==> src/rtl/lp2_init_pkg.sv <==
package lp2_init_pkg;

  localparam int MRA_W = 8;
  localparam int OP_W  = 3;

  localparam logic [OP_W-1:0] OP_NORMAL = 3'd0;
  localparam logic [OP_W-1:0] OP_NOP    = 3'd1;
  localparam logic [OP_W-1:0] OP_MRW    = 3'd7;

  localparam logic [1:0] ZQ_NONE  = 2'd0;
  localparam logic [1:0] ZQ_INIT  = 2'd1;
  localparam logic [1:0] ZQ_SHORT = 2'd2;

  localparam logic [1:0] LD_LOWPWR  = 2'd0;
  localparam logic [1:0] LD_CONFIG  = 2'd1;
  localparam logic [1:0] LD_REFRESH = 2'd2;
  localparam logic [1:0] LD_CALPER  = 2'd3;

  localparam logic [1:0] GAP_SHORT = 2'd0;
  localparam logic [1:0] GAP_LONG  = 2'd1;
  localparam logic [1:0] GAP_RESET = 2'd2;

  localparam int STEP_COUNT = 25;
  localparam int STEP_W     = $clog2(STEP_COUNT);

  typedef enum logic [2:0] {K_LOAD, K_CMD, K_WAIT, K_IBUF, K_ZQ} step_kind_e;

  typedef struct packed {
    step_kind_e       kind;
    logic [OP_W-1:0]  op;
    logic [MRA_W-1:0] mra;
    logic [1:0]       arg;
  } step_t;

  function automatic step_t mk(step_kind_e k, logic [OP_W-1:0] o,
                               logic [MRA_W-1:0] a, logic [1:0] g);
    step_t s;
    s.kind = k;
    s.op   = o;
    s.mra  = a;
    s.arg  = g;
    return s;
  endfunction

  // Bring-up program; the order of entries is the device protocol.
  function automatic step_t step_at(logic [STEP_W-1:0] idx);
    case (idx)
      5'd0:    step_at = mk(K_LOAD, OP_NOP, 8'd0, LD_LOWPWR);
      5'd1:    step_at = mk(K_LOAD, OP_NOP, 8'd0, LD_CONFIG);
      5'd2:    step_at = mk(K_CMD,  OP_NOP, 8'd0, 2'd0);
      5'd3:    step_at = mk(K_WAIT, OP_NOP, 8'd0, GAP_SHORT);
      5'd4:    step_at = mk(K_CMD,  OP_NOP, 8'd0, 2'd0);
      5'd5:    step_at = mk(K_WAIT, OP_NOP, 8'd0, GAP_LONG);
      5'd6:    step_at = mk(K_CMD,  OP_MRW, 8'd63, 2'd0);
      5'd7:    step_at = mk(K_WAIT, OP_NOP, 8'd0, GAP_RESET);
      5'd8:    step_at = mk(K_ZQ,   OP_NOP, 8'd0, ZQ_INIT);
      5'd9:    step_at = mk(K_CMD,  OP_MRW, 8'd10, 2'd0);
      5'd10:   step_at = mk(K_ZQ,   OP_NOP, 8'd0, ZQ_SHORT);
      5'd11:   step_at = mk(K_CMD,  OP_MRW, 8'd1, 2'd0);
      5'd12:   step_at = mk(K_CMD,  OP_MRW, 8'd2, 2'd0);
      5'd13:   step_at = mk(K_CMD,  OP_MRW, 8'd3, 2'd0);
      5'd14:   step_at = mk(K_CMD,  OP_MRW, 8'd16, 2'd0);
      5'd15:   step_at = mk(K_IBUF, OP_NOP, 8'd0, 2'd1);
      5'd16:   step_at = mk(K_CMD,  OP_NOP, 8'd0, 2'd0);
      5'd17:   step_at = mk(K_CMD,  OP_MRW, 8'd5, 2'd0);
      5'd18:   step_at = mk(K_CMD,  OP_MRW, 8'd6, 2'd0);
      5'd19:   step_at = mk(K_CMD,  OP_MRW, 8'd8, 2'd0);
      5'd20:   step_at = mk(K_CMD,  OP_MRW, 8'd0, 2'd0);
      5'd21:   step_at = mk(K_CMD,  OP_NORMAL, 8'd0, 2'd0);
      5'd22:   step_at = mk(K_IBUF, OP_NOP, 8'd0, 2'd0);
      5'd23:   step_at = mk(K_LOAD, OP_NOP, 8'd0, LD_REFRESH);
      5'd24:   step_at = mk(K_LOAD, OP_NOP, 8'd0, LD_CALPER);
      default: step_at = mk(K_LOAD, OP_NOP, 8'd0, LD_CALPER);
    endcase
  endfunction

endpackage

==> src/rtl/lp2_step_rom.sv <==
module lp2_step_rom
  import lp2_init_pkg::*;
(
  input  logic [STEP_W-1:0] step_idx,
  output step_t             step
);

  assign step = step_at(step_idx);

endmodule

==> src/rtl/lp2_gap_timer.sv <==
module lp2_gap_timer #(
  parameter int unsigned N_SHORT = 13,
  parameter int unsigned N_LONG  = 25000,
  parameter int unsigned N_RESET = 125,
  localparam int unsigned N_MAX  = (N_SHORT > N_LONG) ?
                                   ((N_SHORT > N_RESET) ? N_SHORT : N_RESET) :
                                   ((N_LONG  > N_RESET) ? N_LONG  : N_RESET),
  localparam int CW = $clog2(N_MAX + 1)
) (
  input  logic       clk,
  input  logic       rst_n,
  input  logic       en,
  input  logic [1:0] sel,
  output logic       expire
);

  logic [CW-1:0] cnt_q, cnt_d, lim;
  logic          cnt_en;

  always_comb begin
    case (sel)
      2'd0:    lim = CW'(N_SHORT);
      2'd1:    lim = CW'(N_LONG);
      default: lim = CW'(N_RESET);
    endcase
  end

  assign expire = en && (cnt_q == lim - 1'b1);
  assign cnt_en = en || (cnt_q != '0);

  always_comb begin
    if (!en || expire) cnt_d = '0;
    else               cnt_d = cnt_q + 1'b1;
  end

  always_ff @(posedge clk or negedge rst_n) begin
    if (!rst_n)      cnt_q <= '0;
    else if (cnt_en) cnt_q <= cnt_d;
  end

endmodule

==> src/rtl/lp2_bringup_seq.sv <==
module lp2_bringup_seq
  import lp2_init_pkg::*;
#(
  parameter int unsigned CLK_MHZ     = 125,
  parameter int unsigned T_PAUSE_NS  = 100,
  parameter int unsigned T_SETTLE_NS = 200000,
  parameter int unsigned T_RESET_NS  = 1000
) (
  input  logic             clk,
  input  logic             rst_n,
  input  logic             start,
  input  logic             seq_clr,
  input  logic             cmd_ready,
  output logic             cmd_valid,
  output logic [OP_W-1:0]  cmd_op,
  output logic [MRA_W-1:0] cmd_mra,
  output logic [1:0]       zq_type,
  output logic             ibuf_en,
  output logic             load_en,
  output logic [1:0]       load_sel,
  output logic             busy,
  output logic             done
);

  localparam int unsigned N_PAUSE  = (T_PAUSE_NS  * CLK_MHZ + 999) / 1000;
  localparam int unsigned N_SETTLE = (T_SETTLE_NS * CLK_MHZ + 999) / 1000;
  localparam int unsigned N_RESET  = (T_RESET_NS  * CLK_MHZ + 999) / 1000;
  localparam logic [STEP_W-1:0] LAST_STEP = STEP_W'(STEP_COUNT - 1);

  // Reset synchroniser: asserts asynchronously, releases on clk.
  logic rst_meta, rst_sync;
  always_ff @(posedge clk or negedge rst_n) begin
    if (!rst_n) begin
      rst_meta <= 1'b0;
      rst_sync <= 1'b0;
    end else begin
      rst_meta <= 1'b1;
      rst_sync <= rst_meta;
    end
  end

  logic              run_q, run_d, done_q, done_d, ibuf_q, ibuf_d;
  logic [1:0]        zq_q, zq_d;
  logic [STEP_W-1:0] step_q, step_d;
  logic              advance, gap_done, seq_en;
  step_t             cur;

  lp2_step_rom u_rom (
    .step_idx (step_q),
    .step     (cur)
  );

  lp2_gap_timer #(
    .N_SHORT (N_PAUSE),
    .N_LONG  (N_SETTLE),
    .N_RESET (N_RESET)
  ) u_gap (
    .clk    (clk),
    .rst_n  (rst_sync),
    .en     (run_q && cur.kind == K_WAIT),
    .sel    (cur.arg),
    .expire (gap_done)
  );

  always_comb begin
    run_d   = run_q;
    done_d  = done_q;
    step_d  = step_q;
    ibuf_d  = ibuf_q;
    zq_d    = zq_q;
    advance = 1'b0;
    if (seq_clr) begin
      run_d  = 1'b0;
      done_d = 1'b0;
      step_d = '0;
      ibuf_d = 1'b0;
      zq_d   = ZQ_NONE;
    end else if (!run_q) begin
      if (start) begin
        run_d  = 1'b1;
        done_d = 1'b0;
        step_d = '0;
        ibuf_d = 1'b0;
        zq_d   = ZQ_NONE;
      end
    end else begin
      case (cur.kind)
        K_LOAD:  advance = 1'b1;
        K_CMD:   advance = cmd_ready;
        K_WAIT:  advance = gap_done;
        K_IBUF:  begin advance = 1'b1; ibuf_d = cur.arg[0]; end
        K_ZQ:    begin advance = 1'b1; zq_d   = cur.arg;    end
        default: advance = 1'b0;
      endcase
      if (advance) begin
        if (step_q == LAST_STEP) begin
          run_d  = 1'b0;
          done_d = 1'b1;
        end else begin
          step_d = step_q + 1'b1;
        end
      end
    end
  end

  assign seq_en = seq_clr || start || run_q;

  always_ff @(posedge clk or negedge rst_sync) begin
    if (!rst_sync) begin
      run_q  <= 1'b0;
      done_q <= 1'b0;
      step_q <= '0;
      ibuf_q <= 1'b0;
      zq_q   <= ZQ_NONE;
    end else if (seq_en) begin
      run_q  <= run_d;
      done_q <= done_d;
      step_q <= step_d;
      ibuf_q <= ibuf_d;
      zq_q   <= zq_d;
    end
  end

  assign cmd_valid = run_q && (cur.kind == K_CMD);
  assign cmd_op    = cmd_valid ? cur.op  : '0;
  assign cmd_mra   = (cmd_valid && cur.op == OP_MRW) ? cur.mra : '0;
  assign load_en   = run_q && (cur.kind == K_LOAD);
  assign load_sel  = load_en ? cur.arg : '0;
  assign zq_type   = zq_q;
  assign ibuf_en   = ibuf_q;
  assign busy      = run_q;
  assign done      = done_q;

endmodule

==> config.mk <==
export PLATFORM = sky130hd
export DESIGN_NAME = lp2_bringup_seq
export DESIGN_NICKNAME = d
export VERILOG_FILES = /design/src/rtl/lp2_init_pkg.sv /design/src/rtl/lp2_step_rom.sv /design/src/rtl/lp2_gap_timer.sv /design/src/rtl/lp2_bringup_seq.sv
export SDC_FILE = /design/constraint.sdc
export NUM_CORES = 1
export LEC_CHECK = 0
export BUFFER_PORTS_ARGS = -buffer_cell sky130_fd_sc_hd__buf_2
export CAP_MARGIN = 25
export CORE_MARGIN = 3
export CORE_UTILIZATION = 52
export CTS_BUF_LIST = sky130_fd_sc_hd__clkbuf_16
export CTS_CLUSTER_SIZE = 14
export DETAILED_ROUTE_END_ITERATION = 6
export GPL_ROUTABILITY_DRIVEN = 0
export PLACE_DENSITY = 0.73
export SETUP_SLACK_MARGIN = 0.1
export SLEW_MARGIN = 20
export SYNTH_ARGS = -nofsm -noshare
export SYNTH_HDL_FRONTEND = slang
export SYNTH_SLANG_ARGS = --single-unit
==> constraint.sdc <==
create_clock -name clk -period 3.6 [get_ports clk]
set_clock_uncertainty 0.15 [all_clocks]
set_input_delay 1.08 -clock clk [delete_from_list [all_inputs] [get_ports clk]]
set_output_delay 1.08 -clock clk [all_outputs]
set_load 0.03 [all_outputs]
Yosys cells after proc, flatten, opt, wreduce, memory -nomap -nowiden
Memories as Yosys holds them, arrays and structs flattened.
Cells that the tools add are included.

storage, ports and cells
  bits in registers = 27
  ROM bits = 448
  input bits = 5
  output and inout port bits = 20
  logic and storage cells = 74
  memories = 1

memories
  name              words  bits a word  rd ports  clocked after Yosys merged registers in  write ports  line                text
  (name not given)  32     14           1         0                                        0            lp2_init_pkg.sv:47  case (idx)

cells by class
  add/subtract/negate cells = 3
  eq/ne operators = 13
  muxes and demuxes = 30
  reductions and logical operators = 19

operators with widths
  kind                   number
  $pmux 15 s2            1
  $mux 5                 5
  $add 15x1->15 const B  1
  $eq 15x15->1           1
  $mux 1                 15
  $mux 15                1
  $reduce_bool 15->1     1
  $sub 15x1->15 const B  1
  $ne 3x2->1 const B     4
  $mux 2                 5
  $mux 8                 1
  $reduce_and 4->1       2
  $eq 3x2->1 const B     2
  $eq 3x3->1 const B     2
  $reduce_and 3->1       2
  $add 5x1->5 const B    1
  $eq 5x5->1 const B     1
  $logic_and 1x1->1      5
  $logic_or 1x1->1       4
  $eq 3x1->1 const B     1
  $logic_not 3->1        1
  $mux 3                 1
  $ne 3x3->1 const B     1
  $pmux 1 s3             1
  5 further kinds        5

Logic depth before layout (Yosys ltp)
An unclocked memory read counts as a cell.

  depth after elaboration = 12
  mapped depth = 11
  mapped depth without buffers = 9

By module
A second synthesis with hierarchy kept.

unflattened totals
  cell total of the unflattened synthesis = 243
  area total of the unflattened synthesis = 2202.1 sq um

by module, submodules not included
  module           times used  cells each  area an instance (sq um)  seq. area each (sq um)
  lp2_gap_timer    1           105         957.2                     375.4
  lp2_bringup_seq  1           75          780.7                     300.3
  lp2_step_rom     1           63          464.2                     0.0

Worst setup path after synthesis
Ideal clock, no wire load.

  kind = reg-to-output
  from = register step_q[0]
  to = output cmd_mra[2]
  arrival time = 2.223 ns
  data required time = 2.370 ns
  setup slack = 0.147 ns
  cell stages (with the launch flop) = 9
  buffers on the path = 1
  path through = dfrtp_1 buf_6 inv_1 ha_1 nor2b_1 a222oi_1 nor2_1 nand3_1 nor3_1

on the way
  word-level cells in the longest chain between the ends = 5
  elaborated cells between the ends (all ways) = 6
  those cells by class = 2 x eq/ne; 1 x mux; 2 x reduce/logical; 1 x memory

RTL lines
  item                    line                    text
  from (decl)             lp2_bringup_seq.sv:44   logic [STEP_W-1:0] step_q, step_d;
  from (signal assigned)  lp2_bringup_seq.sv:118  step_q <= step_d;
  $mem_v2 32x14 (*)       --
  $eq 3x1->1              lp2_bringup_seq.sv:124  assign cmd_valid = run_q && (cur.kind == K_CMD);
  $logic_and 1x1->1       lp2_bringup_seq.sv:124
  $logic_and 1x1->1       lp2_bringup_seq.sv:126  assign cmd_mra = (cmd_valid && cur.op == OP_MRW) ? cur.mra : '0;
  $mux 8 (*)              lp2_bringup_seq.sv:126
  to (decl)               lp2_bringup_seq.sv:16   output logic [MRA_W-1:0] cmd_mra,

Every way passes the cells marked *; elsewhere a longest branch is shown, timed or not.

Final worst setup path
  from = register step_q[0]
  to = output cmd_mra[1]

The elaborated chain is that of the path after synthesis.

==> results.md <==
- Largest net degree at the start of global routing: 26
- Post-synthesis sequential area ratio: 0.344
- Ports: 25
- Final Hold Fails: 5
- Nets@finish: 282
- CTS tree: built
- Setup TNS: 0 ps
- Least-Margin Pin Slew: 527 ps
- Critical R2R Capture: u_gap.cnt_q[2]
- Power Density: 282 nW/µm²
- GRT overflow: 0
- Crit path max-delay family: compound AO/OA/AOI/OAI gates
- Vias per cell: 5.72
- Post-DP HPWL: 3130 µm
- Top_reg_cell synth: dfrtp_1
- Post-synthesis mux area share: 0.0185
- Crit start category: register
- GRT Total Usage: 0.214
- Hold Path Class: reg2async
- Lkg Pwr: 1.09 nW
- H-tree depth: 1
- Vias in the first global route: 1622
- Simple-gate portion of the synthesized area: 0.272
- Detailed Routing Iterations Pass 1: 4
- Synth cell types: 53
- Die Span X: 67.5 µm
- CTS root buffer: clkbuf_16
- Synthesized cell area: 1970 µm²
- Layout cells sized above 1: 0.230
- Max-slew violations: 0
- Worst-case clock buffer depth: 2
- Diode count: 0
- Slowest cell on the critical path: dfrtp_2
- Crit-path max cell delay: 470 ps
- Worst r2r src: step_q[1]
- Final non-filler cell total: 311
- Minimum clock period: 3430 ps
- Unrepaired setup endpoints after global routing: yes
- Cell count of the worst reg-to-reg path: 10
- Clk_lat worst skew: 270 ps
- Core area: 3490 µm²
- Max-slew headroom: 0.646
- Synth Area in Adders: 0.0700
- Main combinational cell family by area after synthesis: simple AND/OR/NAND/NOR gates
- Crit. End Element: output pin
- Fmax achieved: 292 MHz
- Outcome: finished with violations
- Area share of the leading cell type in the synthesized netlist: 0.344
- Worst Path Buf+Inv: 2
- Row Count: 21
- Initial antenna violation count: 0
- Clock sinks: 27
- Final WL: 4500 µm
- Clock transition at path regs: 80 ps
- Synth Instances: 238
- Ys async rst share: 1.00
- 1st-iter DRT viols: 216
- Failing checks: negative hold slack
- Wire per inst: 14.5 µm
- Max VDD drop: 0.000230 V
- Total clock buffers created by CTS: 3
- Die Span Y: 67.5 µm
- Synth top area cells: dfrtp_1 34%, ha_1 7.0%, nor2_1 6.5%
- Crit Path Max Fanout: 6
- Leading area contributor after synthesis: dfrtp_1
- Inst Count DP: 299
- Starting Density: 0.562
- Die area: 4550 µm²
- Hold_buf cts: 0
- Synth Warn #: 0
- Critical Path RT: 2370 ps
- Buffers added on ports: 22
- Yosys reg bits: 27
- Commonest cells post-synth: 34 x nor2_1, 27 x dfrtp_1, 20 x nand2_1, 14 x nand3_1
- Via Count: 1780
- Crit Path Category: reg2out
- Reg2reg setup slack: 760 ps
- Final setup fails: 0
- P&R area growth vs syn: 19.9%
- DRC: 0
- Post-synth EDFFs: 0
- Critical Path AT: 2200 ps
- Remaining antenna violation count: 0
- First-pass GRT wire length: 7500 µm
- Synth Area in XOR/XNOR: 0.0535
- Max cap viols: 0
- Top-count cell post-synth: nor2_1
- Final period util: 0.952
- # fillers: 285
- Syn avg cell area: 8.26 µm²
- Cell Chain, Critical Path: inv_4 > ha_4 > nand3b_1 > a21oi_2 > a21o_1 > nand3_2 > a31o_4 > nor2_1 > buf_4
- Post-synthesis compound-gate area fraction: 0.170
- Final hold slack: -3.90 ps
## power breakdown
part / internal [W] / total, W / switching (W)
clock: 0.000154 / 0.000267 / 0.000114
sequential: 0.000308 / 0.000319 / 0.0000111
combinational: 0.0000284 / 0.0000781 / 0.0000497
total: 0.000490 / 0.000665 / 0.000174
## cells by family after synthesis
kind of cell	after synthesis
AOI/OAI and AO/OA	47
and+or+nand+nor	110
buffers and inverters	26
muxes	3
DFF	27
adders and majority gates	11
xor gates and xnor gates	12
other	2
## per-stage QoR
step | power, W | worst slack, ps | area, µm² | util
floorplan | 0.000376 | 147 | 1970 | -
finish | 0.000665 | 173 | 2360 | 0.675
global route | 0.000688 | 59.5 | 2360 | 0.675
global placement | 0.000391 | 255 | 2100 | 0.600
detailed placement | 0.000392 | 145 | 2100 | 0.600
CTS | 0.000655 | 96.1 | 2230 | 0.639
## state kept, by name, summed over array words and instances, names as in the netlist
signal       flops
busy             1
done             1
ibuf_en          1
rst_meta         1
rst_sync         1
step_q           5
u_gap.cnt_q     15
zq_type          2
## per-layer routing
layer	track usage	share of wire	up-vias
met5	0	0	-
met4	0.0658	0.016	0
met3	0.0366	0.046	8
met2	0.300	0.43	44
met1	0.329	0.51	838
li1	-	-	890
## layout by cell type, fill, tap and decap left out, types with 3 or more instances in the layout
master	n
nor2_1	33
nand2_1	20
dfrtp_2	3
o21ai_0	5
dfrtp_1	24
clkbuf_16	3
nand3_1	13
xnor2_1	3
and3_1	3
nand4_1	5
ha_1	8
xor2_1	9
nand2b_1	4
and2_1	3
nor3_1	10
buf_4	14
a21o_1	3
inv_1	10
a21oi_1	10
a22o_1	4
a31oi_1	3
o22ai_1	3
conb_1	3
buf_2	20
nor2b_1	3
## how the worst max path moves through the flow
| stage | start | endpoint | depth (start not counted) |
|---|---|---|---|
| final | step_q[0] | cmd_mra[1] | 9 |
| after global routing | step_q[0] | cmd_mra[1] | 9 |
| after CTS | step_q[0] | cmd_mra[1] | 9 |
| after detailed placement | step_q[0] | cmd_mra[1] | 9 |
| after global placement | step_q[0] | cmd_mra[1] | 9 |
| after floorplan | step_q[0] | cmd_mra[2] | 8 |
## final cells by class
type / count / area [µm²] / share of cell area
clock inverters: 1 / 8.76 / 0.00372
flip-flops and latches: 27 / 679 / 0.288
repair buffers: 37 / 251 / 0.107
well taps: 46 / 57.6 / 0.0244
clock buffers: 3 / 75.1 / 0.0318
inverters: 11 / 43.8 / 0.0186
multi-input cells: 186 / 1240 / 0.527
## what timing repair did
| action | 4_1_cts | 5_1_grt |
|---|---|---|
| setup buffers | 2 | 5 |
| endpoints found under the setup margin | 10 | 13 |
| pin swaps | 0 | 5 |
| gates resized for setup | 10 | 14 |
| endpoints found under the hold margin | 0 | 0 |
## worst register-to-register path, stage by stage, from the launching register on
cell	delay, ps
dfrtp_2	450
buf_12	140
ha_4	160
nor2b_4	130
buf_4	130
o22ai_1	320
mux2i_1	240
o221ai_1	180
and2_1	250
nor2_2	440
o22ai_1	120
Note: power is estimated with default switching activity, not from simulation.
